### config.mk
export PLATFORM = sky130hd
export DESIGN_NAME = scp_port
export DESIGN_NICKNAME = d
export VERILOG_FILES = /design/src/rtl/scp_pkg.sv /design/src/rtl/scp_sync.sv /design/src/rtl/scp_wr_path.sv /design/src/rtl/scp_rd_path.sv /design/src/rtl/scp_port.sv
export SDC_FILE = /design/constraint.sdc
export NUM_CORES = 1
export LEC_CHECK = 0
export ABC_AREA = 1
export BUFFER_PORTS_ARGS = -buffer_cell sky130_fd_sc_hd__clkbuf_2
export CORE_MARGIN = 2
export CORE_UTILIZATION = 60
export CTS_BUF_LIST = sky130_fd_sc_hd__clkbuf_2
export DETAILED_ROUTE_END_ITERATION = 12
export PLACE_DENSITY = 0.86
export SYNTH_ARGS = -nofsm -noshare
export SYNTH_HDL_FRONTEND = slang
export SYNTH_SLANG_ARGS = --single-unit
### constraint.sdc
create_clock -name clk -period 2 [get_ports clk]
set_input_delay 0.2 -clock clk [delete_from_list [all_inputs] [get_ports clk]]
set_output_delay 0.2 -clock clk [all_outputs]
set_load 0.01 [all_outputs]
### src/rtl/scp_pkg.sv
package scp_pkg;

    typedef enum logic [2:0] {
        MD_RX      = 3'b000,
        MD_DTMF_TX = 3'b001,
        MD_TONE_TX = 3'b010,
        MD_PD_OSC  = 3'b011,
        MD_PD_FULL = 3'b100,
        MD_LOOP    = 3'b101
    } mode_e;

    // Packed MSB first: the first bit shifted in lands in tone[3].
    typedef struct packed {
        logic [3:0] tone;
        logic [3:0] gain;
        logic [1:0] guard;
        logic       sq;
        logic [2:0] mode;
    } ctrl_word_t;

    localparam int CTRL_W  = $bits(ctrl_word_t);
    localparam int DIGIT_W = 4;

    function automatic mode_e norm_mode(input logic [2:0] code);
        case (code)
            3'b000:  return MD_RX;
            3'b001:  return MD_DTMF_TX;
            3'b010:  return MD_TONE_TX;
            3'b011:  return MD_PD_OSC;
            3'b101:  return MD_LOOP;
            default: return MD_PD_FULL;
        endcase
    endfunction

    function automatic logic tone_enabled(input mode_e m, input logic sq);
        return (m == MD_DTMF_TX || m == MD_TONE_TX || m == MD_LOOP) && !sq;
    endfunction

    function automatic logic rx_enabled(input mode_e m);
        return (m == MD_RX || m == MD_LOOP);
    endfunction

endpackage

### src/rtl/scp_sync.sv
module scp_sync #(
    parameter int W      = 4,
    parameter int STAGES = 2
) (
    input  logic         clk,
    input  logic         rst,
    input  logic [W-1:0] async_i,
    output logic [W-1:0] sync_o,
    output logic [W-1:0] rise_o
);
    logic [STAGES-1:0][W-1:0] pipe;
    logic [W-1:0]             prev;

    always_ff @(posedge clk) begin
        if (rst) begin
            pipe <= '0;
            prev <= '0;
        end else begin
            pipe[0] <= async_i;
            for (int s = 1; s < STAGES; s++) pipe[s] <= pipe[s-1];
            prev <= pipe[STAGES-1];
        end
    end

    assign sync_o = pipe[STAGES-1];
    assign rise_o = pipe[STAGES-1] & ~prev;

endmodule

### src/rtl/scp_wr_path.sv
module scp_wr_path
    import scp_pkg::*;
(
    input  logic       clk,
    input  logic       rst,
    input  logic       shift_i,
    input  logic       bit_i,
    input  logic       commit_i,
    output ctrl_word_t active_o
);
    logic [CTRL_W-1:0] shadow;
    ctrl_word_t        active;

    always_ff @(posedge clk) begin
        if (rst) begin
            shadow <= '0;
            active <= '0;
        end else begin
            if (shift_i)  shadow <= {shadow[CTRL_W-2:0], bit_i};
            if (commit_i) active <= ctrl_word_t'(shadow);
        end
    end

    assign active_o = active;

    // with no commit, the active word holds.
    assert_isolate_R4: assert property (@(posedge clk) disable iff (rst)
        !commit_i |=> $stable(active));

    // a commit that is not accompanied by a shift leaves shadow and active equal.
    assert_commit_R3: assert property (@(posedge clk) disable iff (rst)
        (commit_i && !shift_i) |=> (active == ctrl_word_t'(shadow)));

endmodule

### src/rtl/scp_rd_path.sv
module scp_rd_path
    import scp_pkg::*;
(
    input  logic               clk,
    input  logic               rst,
    input  logic               load_i,
    input  logic               shift_i,
    input  logic [DIGIT_W-1:0] digit_i,
    output logic               bit_o
);
    logic [DIGIT_W-1:0] status;

    always_ff @(posedge clk) begin
        if (rst)          status <= '0;
        else if (load_i)  status <= digit_i;
        else if (shift_i) status <= {status[0], status[DIGIT_W-1:1]};
    end

    assign bit_o = status[0];

    // without a load or shift, the latched digit holds.
    assert_hold_R9: assert property (@(posedge clk) disable iff (rst)
        (!load_i && !shift_i) |=> $stable(status));

    // rotation keeps every latched bit.
    assert_rotate_R9: assert property (@(posedge clk) disable iff (rst)
        (shift_i && !load_i) |=> ($countones(status) == $countones($past(status))));

endmodule

### src/rtl/scp_port.sv
module scp_port
    import scp_pkg::*;
#(
    parameter int SYNC_STAGES = 2
) (
    input  logic               clk,
    input  logic               rst,
    input  logic               ser_clk_i,
    input  logic               ser_en_i,
    input  logic               ser_dir_i,
    input  logic               ser_data_i,
    output logic               ser_data_o,
    output logic               ser_data_oe,
    input  logic [DIGIT_W-1:0] digit_i,
    output logic [2:0]         mode_o,
    output logic               squelch_o,
    output logic [1:0]         guard_o,
    output logic [3:0]         gain_o,
    output logic [3:0]         tone_o,
    output logic               tx_on_o,
    output logic               rx_on_o
);
    localparam int IDX_CLK  = 0;
    localparam int IDX_EN   = 1;
    localparam int IDX_DIR  = 2;
    localparam int IDX_DATA = 3;
    localparam int NSIG     = 4;

    logic [NSIG-1:0] raw, syn, rise;
    ctrl_word_t      active;
    mode_e           mode;
    logic            rd_dir;

    assign raw = {ser_data_i, ser_dir_i, ser_en_i, ser_clk_i};

    scp_sync #(.W(NSIG), .STAGES(SYNC_STAGES)) u_sync (
        .clk     (clk),
        .rst     (rst),
        .async_i (raw),
        .sync_o  (syn),
        .rise_o  (rise)
    );

    assign rd_dir = syn[IDX_DIR];

    scp_wr_path u_wr (
        .clk      (clk),
        .rst      (rst),
        .shift_i  (rise[IDX_CLK] && !rd_dir),
        .bit_i    (syn[IDX_DATA]),
        .commit_i (syn[IDX_EN] && !rd_dir),
        .active_o (active)
    );

    scp_rd_path u_rd (
        .clk     (clk),
        .rst     (rst),
        .load_i  (rise[IDX_EN] && rd_dir),
        .shift_i (rise[IDX_CLK] && rd_dir),
        .digit_i (digit_i),
        .bit_o   (ser_data_o)
    );

    assign ser_data_oe = rd_dir;
    assign mode        = norm_mode(active.mode);
    assign mode_o      = mode;
    assign squelch_o   = active.sq;
    assign guard_o     = active.guard;
    assign gain_o      = active.gain;
    assign tone_o      = active.tone;
    assign tx_on_o     = tone_enabled(mode, active.sq);
    assign rx_on_o     = rx_enabled(mode);

    // unused codes never reach the mode output.
    assert_mode_R5: assert property (@(posedge clk) disable iff (rst)
        (mode_o != 3'b110) && (mode_o != 3'b111));

    // squelch always blocks transmission.
    assert_squelch_R6: assert property (@(posedge clk) disable iff (rst)
        squelch_o |-> !tx_on_o);

    // transmitter and receiver are both on only in loopback.
    assert_loop_R7: assert property (@(posedge clk) disable iff (rst)
        (tx_on_o && rx_on_o) |-> (mode_o == 3'b101));

    // configuration does not move while the port is reading.
    assert_rdquiet_R10: assert property (@(posedge clk) disable iff (rst)
        (ser_data_oe && $past(ser_data_oe)) |-> $stable(active));

endmodule

Word level (Yosys, flattened, before mapping):

Index checks and enable logic that the tools add are counted.

* register bits: 42
* latch bits: 0
* RAM bits: 0
* ROM bits: 0
* input bits: 10
* output and inout bits: 18
* word-level logic and storage cells: 35
* memories kept: 0

* add/sub/neg operators: 0
* $mul: 0
* divide/modulo/power cells: 0
* $lt $le $gt $ge: 0
* equality and inequality tests: 7
* shift-type cells: 0
* muxes and demuxes: 3
* bitwise gates (word level): 2
* reduce and logical (&&, ||, !) cells: 13

Operator list (count)
* $pmux W3 S5: 1
* $eq A3 B2 Y1 const B: 3
* $mux W4: 2
* $eq A3 B1 Y1 const B: 2
* $eq A3 B3 Y1 const B: 2
* $logic_not A3 Y1: 2
* $logic_and A1 B1 Y1: 5
* $logic_or A1 B1 Y1: 3
* $and A2 B2 Y2: 1
* $logic_not A1 Y1: 2
* $not A2 Y2: 1
* $reduce_bool A2 Y1: 1

Logic depth before layout (Yosys ltp):

* depth in word-level cells: 6
* mapped depth: 6
* mapped depth without buffers: 6

Hierarchy:

From an unflattened synthesis, not the netlist that was laid out.

* cell total of the unflattened synthesis: 261
* area total of the unflattened synthesis: 1808.0 um^2

Modules (own cells, without submodules)
* scp_wr_path: times used 1, cells each 164, area each 1133.6 um^2, seq. area each 560.5 um^2
* scp_sync: times used 1, cells each 45, area each 386.6 um^2, seq. area each 240.2 um^2
* scp_rd_path: times used 1, cells each 33, area each 198.9 um^2, seq. area each 80.1 um^2
* scp_port: times used 1, cells each 19, area each 88.8 um^2, seq. area each 0.0 um^2

Worst setup path before layout:

No wires, ideal clock.

* path type: reg2reg
* start: reg u_sync.pipe (netlist bit u_sync.sync_o[2])
* end: reg u_rd.status[3]
* setup time: 128 ps
* arrival: 1060 ps
* data required time: 1872 ps
* slack: 812 ps
* cell stages (with the launch flop): 7
* buffers on the path: 1
* clock period less this slack: 1188 ps
* path through: dfxtp_1 buf_4 nand3_1 nand2_1 nor2_1 nor2_1 nor2_1

* word-level cells in the longest chain between the ends: 2
* elaborated cells between the ends (all ways): 4
* classes of those cells: 1 x mux; 3 x reduce/logical

Ends and longest elaborated chain
* from (decl): line scp_sync.sv:11 `logic [STAGES-1:0][W-1:0] pipe;`
* $logic_and A1 B1 Y1, on equally long branches: line scp_port.sv:58, scp_port.sv:59
* $mux W4 or $reduce_bool A2 Y1 (tied branches)
* to (signal assigned): line scp_rd_path.sv:15 `else if (load_i) status <= digit_i;`
* to (signal assigned): line scp_rd_path.sv:16 `else if (shift_i) status <= {status[0], status[DIGIT_W-1:1]};`
* to (decl): line scp_rd_path.sv:11 `logic [DIGIT_W-1:0] status;`

Parallel ways exist; a longest one is shown, timed or not.
A chain may end at the register's enable or synchronous reset.

Worst setup path in the final report:

Ends and elaborated chain as after synthesis.

==> results.json <==
{
  "status": "completed",
  "hold_violations": 0,
  "grt_overflow": 0,
  "switching_share_pct": 23.7,
  "slew_violations": 0,
  "fillerInstances": 211,
  "drt-wirelength-per-cell_um": 11.6,
  "ir_worst_vdd_uv": 823,
  "grt_pass1_wl_um": 4950,
  "grt_pass1_vias": 1181,
  "powerDensity_mw_per_mm2": 823,
  "cp-start-kind": "flip-flop",
  "fin_tns_setup_ps": 0,
  "clockRootBuffer": "clkbuf_2",
  "chipHeight_um": 56.4,
  "synth_mux_area_share_pct": 0,
  "cts_tree": "built",
  "worstSkewPairLatency_ps": 400,
  "synth_top_family_by_area": "simple AND/OR/NAND/NOR gates",
  "layout-drive-gt1-share_pct": 18.2,
  "hp-class": "input port to flip-flop",
  "synth.largest_area_cell": "dfxtp_1",
  "ys_warn_count": 0,
  "antenna_found_initial": 0,
  "comb_power_share_pct": 7.4,
  "ant_nets": 0,
  "num_rows": 18,
  "vias_per_cell": 5.33,
  "grt_usage_pct": 19.8,
  "dr.pass1.iters": 4,
  "grt_max_degree": 43,
  "end_kind": "flip-flop",
  "via_count": 1333,
  "cts.repair.resized": 0,
  "gp_routability_congestion": 0.758,
  "final_cell_mix": "dfxtp_1 (42), clkbuf_2 (33), nor2_1 (31), nand2_1 (28), inv_1 (21)",
  "synthAdderAreaFrac_pct": 0,
  "synth_area_leaders": "dfxtp_1 (51%), a211oi_1 (7.8%), nor2_1 (7.1%)",
  "top_usage_layer": "met2",
  "placed_cell_area_mm2": 0.00168,
  "post-dp-hpwl_um": 2020,
  "synth_cell_type_count": 18,
  "wirelength_um": 2910,
  "fmax_mhz": 653,
  "setup_viol_count_final": 0,
  "cts_buffer_depth": 2,
  "syn_inst": 202,
  "areaGrowthSynthToFinish_pct": 8.74,
  "relSlewSlack_pct": 48.6,
  "intPower_mw": 1.12,
  "synth-compound-area-share_pct": 13.2,
  "yosys.area.top_type_share_pct": 51.1,
  "fin_crit_sh_pct": 76.5,
  "p_seq_share_pct": 59.9,
  "final_common_cell": "dfxtp_1",
  "syn_nets": 212,
  "critPathKind": "flip-flop to flip-flop",
  "netSwitchingPower_mw": 0.350,
  "start_util_pct": 64.7,
  "nNetsFinal": 229,
  "htreeDepth": 2,
  "p_leak_nw": 0.746,
  "num_antenna_cells": 0,
  "synth-xor-area-share_pct": 0,
  "syn_area_mm2": 0.00165,
  "arrival_ps": 1810,
  "clkSlewWorstSetupHoldPaths_ps": 200,
  "synth.avg_cell_area_um2": 8.15,
  "synthSimpleGateAreaFrac_pct": 21.6,
  "die_w_um": 56.4,
  "synth-seq-area-share_pct": 51.1,
  "ys_ff_latch": 42,
  "min_period_ps": 1530,
  "core_region_area_mm2": 0.00254,
  "required_ps": 2280,
  "drt_iter0_drc": 55,
  "grt_use_met2_pct": 32.4,
  "cts.sinks": 42,
  "rsz0062_at_grt": "false",
  "cp_max_fo": 9,
  "cts-buffers-inserted": 5,
  "drc": 0,
  "r2r_setup_slack_ps": 470,
  "grtUsageMet3_pct": 7.14,
  "skew_ps": 14.8,
  "dieArea_mm2": 0.00318,
  "grtUsageMet1_pct": 23.5,
  "port_buffers": 27,
  "fin_area_mm2": 0.00179,
  "maxCapViolCount": 0,
  "ios": 28,
  "worstMarginPinSlew_ps": 771,
  "power.share.clock_pct": 32.7
}
[repair_timing]
action | 4_1_cts | 5_1_grt
buffers inserted | 0 | 0
hold buffers | 4 | 0
endpoints found under the hold margin | 4 | 0
[power groups by stage]
stage / sequential, mW / clock (mW) / combinational (mW)
2_1_floorplan: 0.892 / 0 / 0.0897
3_3_place_gp: 0.898 / 0 / 0.0984
3_5_place_dp: 0.900 / 0 / 0.103
4_1_cts: 0.883 / 0.489 / 0.109
5_1_grt: 0.887 / 0.523 / 0.124
6_report: 0.883 / 0.481 / 0.109
[cell usage after synthesis, drive strengths merged]
| cell type | n |
|---|---|
| dfxtp | 42 |
| nor2 | 32 |
| nand2 | 28 |
| inv | 24 |
| a211oi | 17 |
| a21oi | 16 |
| buf | 15 |
| nand4 | 11 |
| nand3 | 8 |
| clkbuf | 6 |
| o21ai | 2 |
| clkinv | 1 |
[final timing paths]
kind                                       start                to  cells after the start
worst min-delay path                  digit_i[0]    u_rd.status[0]                      5
worst max-delay path            u_sync.sync_o[2]    u_rd.status[3]                      5
worst min register to register    u_sync.pipe[1]  u_sync.sync_o[1]                      2
worst max register to register  u_sync.sync_o[2]    u_rd.status[3]                      5
[stage by stage]
stage / power (mW) / util, % / instances / worst slack (ps) / hold slack (ps)
global route: 1.54 / 70.4 / 250 / 402 / 132
global placement: 0.997 / 66.1 / 238 / 670 / 390
detailed placement: 1.00 / 66.1 / 238 / 513 / 395
floorplan: 0.982 / - / 202 / 812 / 307
CTS: 1.48 / 70.4 / 250 / 501 / 129
finish: 1.47 / 70.4 / 250 / 469 / 154
[registers in the layout, indices dropped and copies added (netlist names)]
signal         flops
u_sync.sync_o      4
u_sync.prev        2
u_sync.pipe        4
u_rd.status        4
u_wr.active_o     14
u_wr.shadow       14
[cell families (layout without fill, tap and decap cells)]
kind of cell           Yosys count  after routing
and+or+nand+nor                 79             79
buffers and inverters           46             64
DFF                             42             42
AOI/OAI and AO/OA               35             35
[worst max-delay path, cell delays in order, from the launching register on]
cell and delay (ps):
dfxtp_1 680, nand3_1 310, nand2_1 230, nor2_1 60, nor2_1 100, nor2_1 40
[routing by layer]
metal  vias up  share of wire (%)
met3         9                6.3
li1        687                  -
met4         0                2.0
met2        43                 47
met1       594                 44
met5         -                  0
[cell type report]
type                            count  area, um^2  area share (%)
Clock buffer                        6        30.0            1.68
Clock inverter                      2        37.5            2.10
Inverter                           25        96.3            5.38
Multi-Input combinational cell    114         573            32.0
Sequential cell                    42         841            47.0
Tap cell                           30        37.5            2.10
Timing Repair Buffer               31         175            9.78
Power figures use the tool's default switching activity.
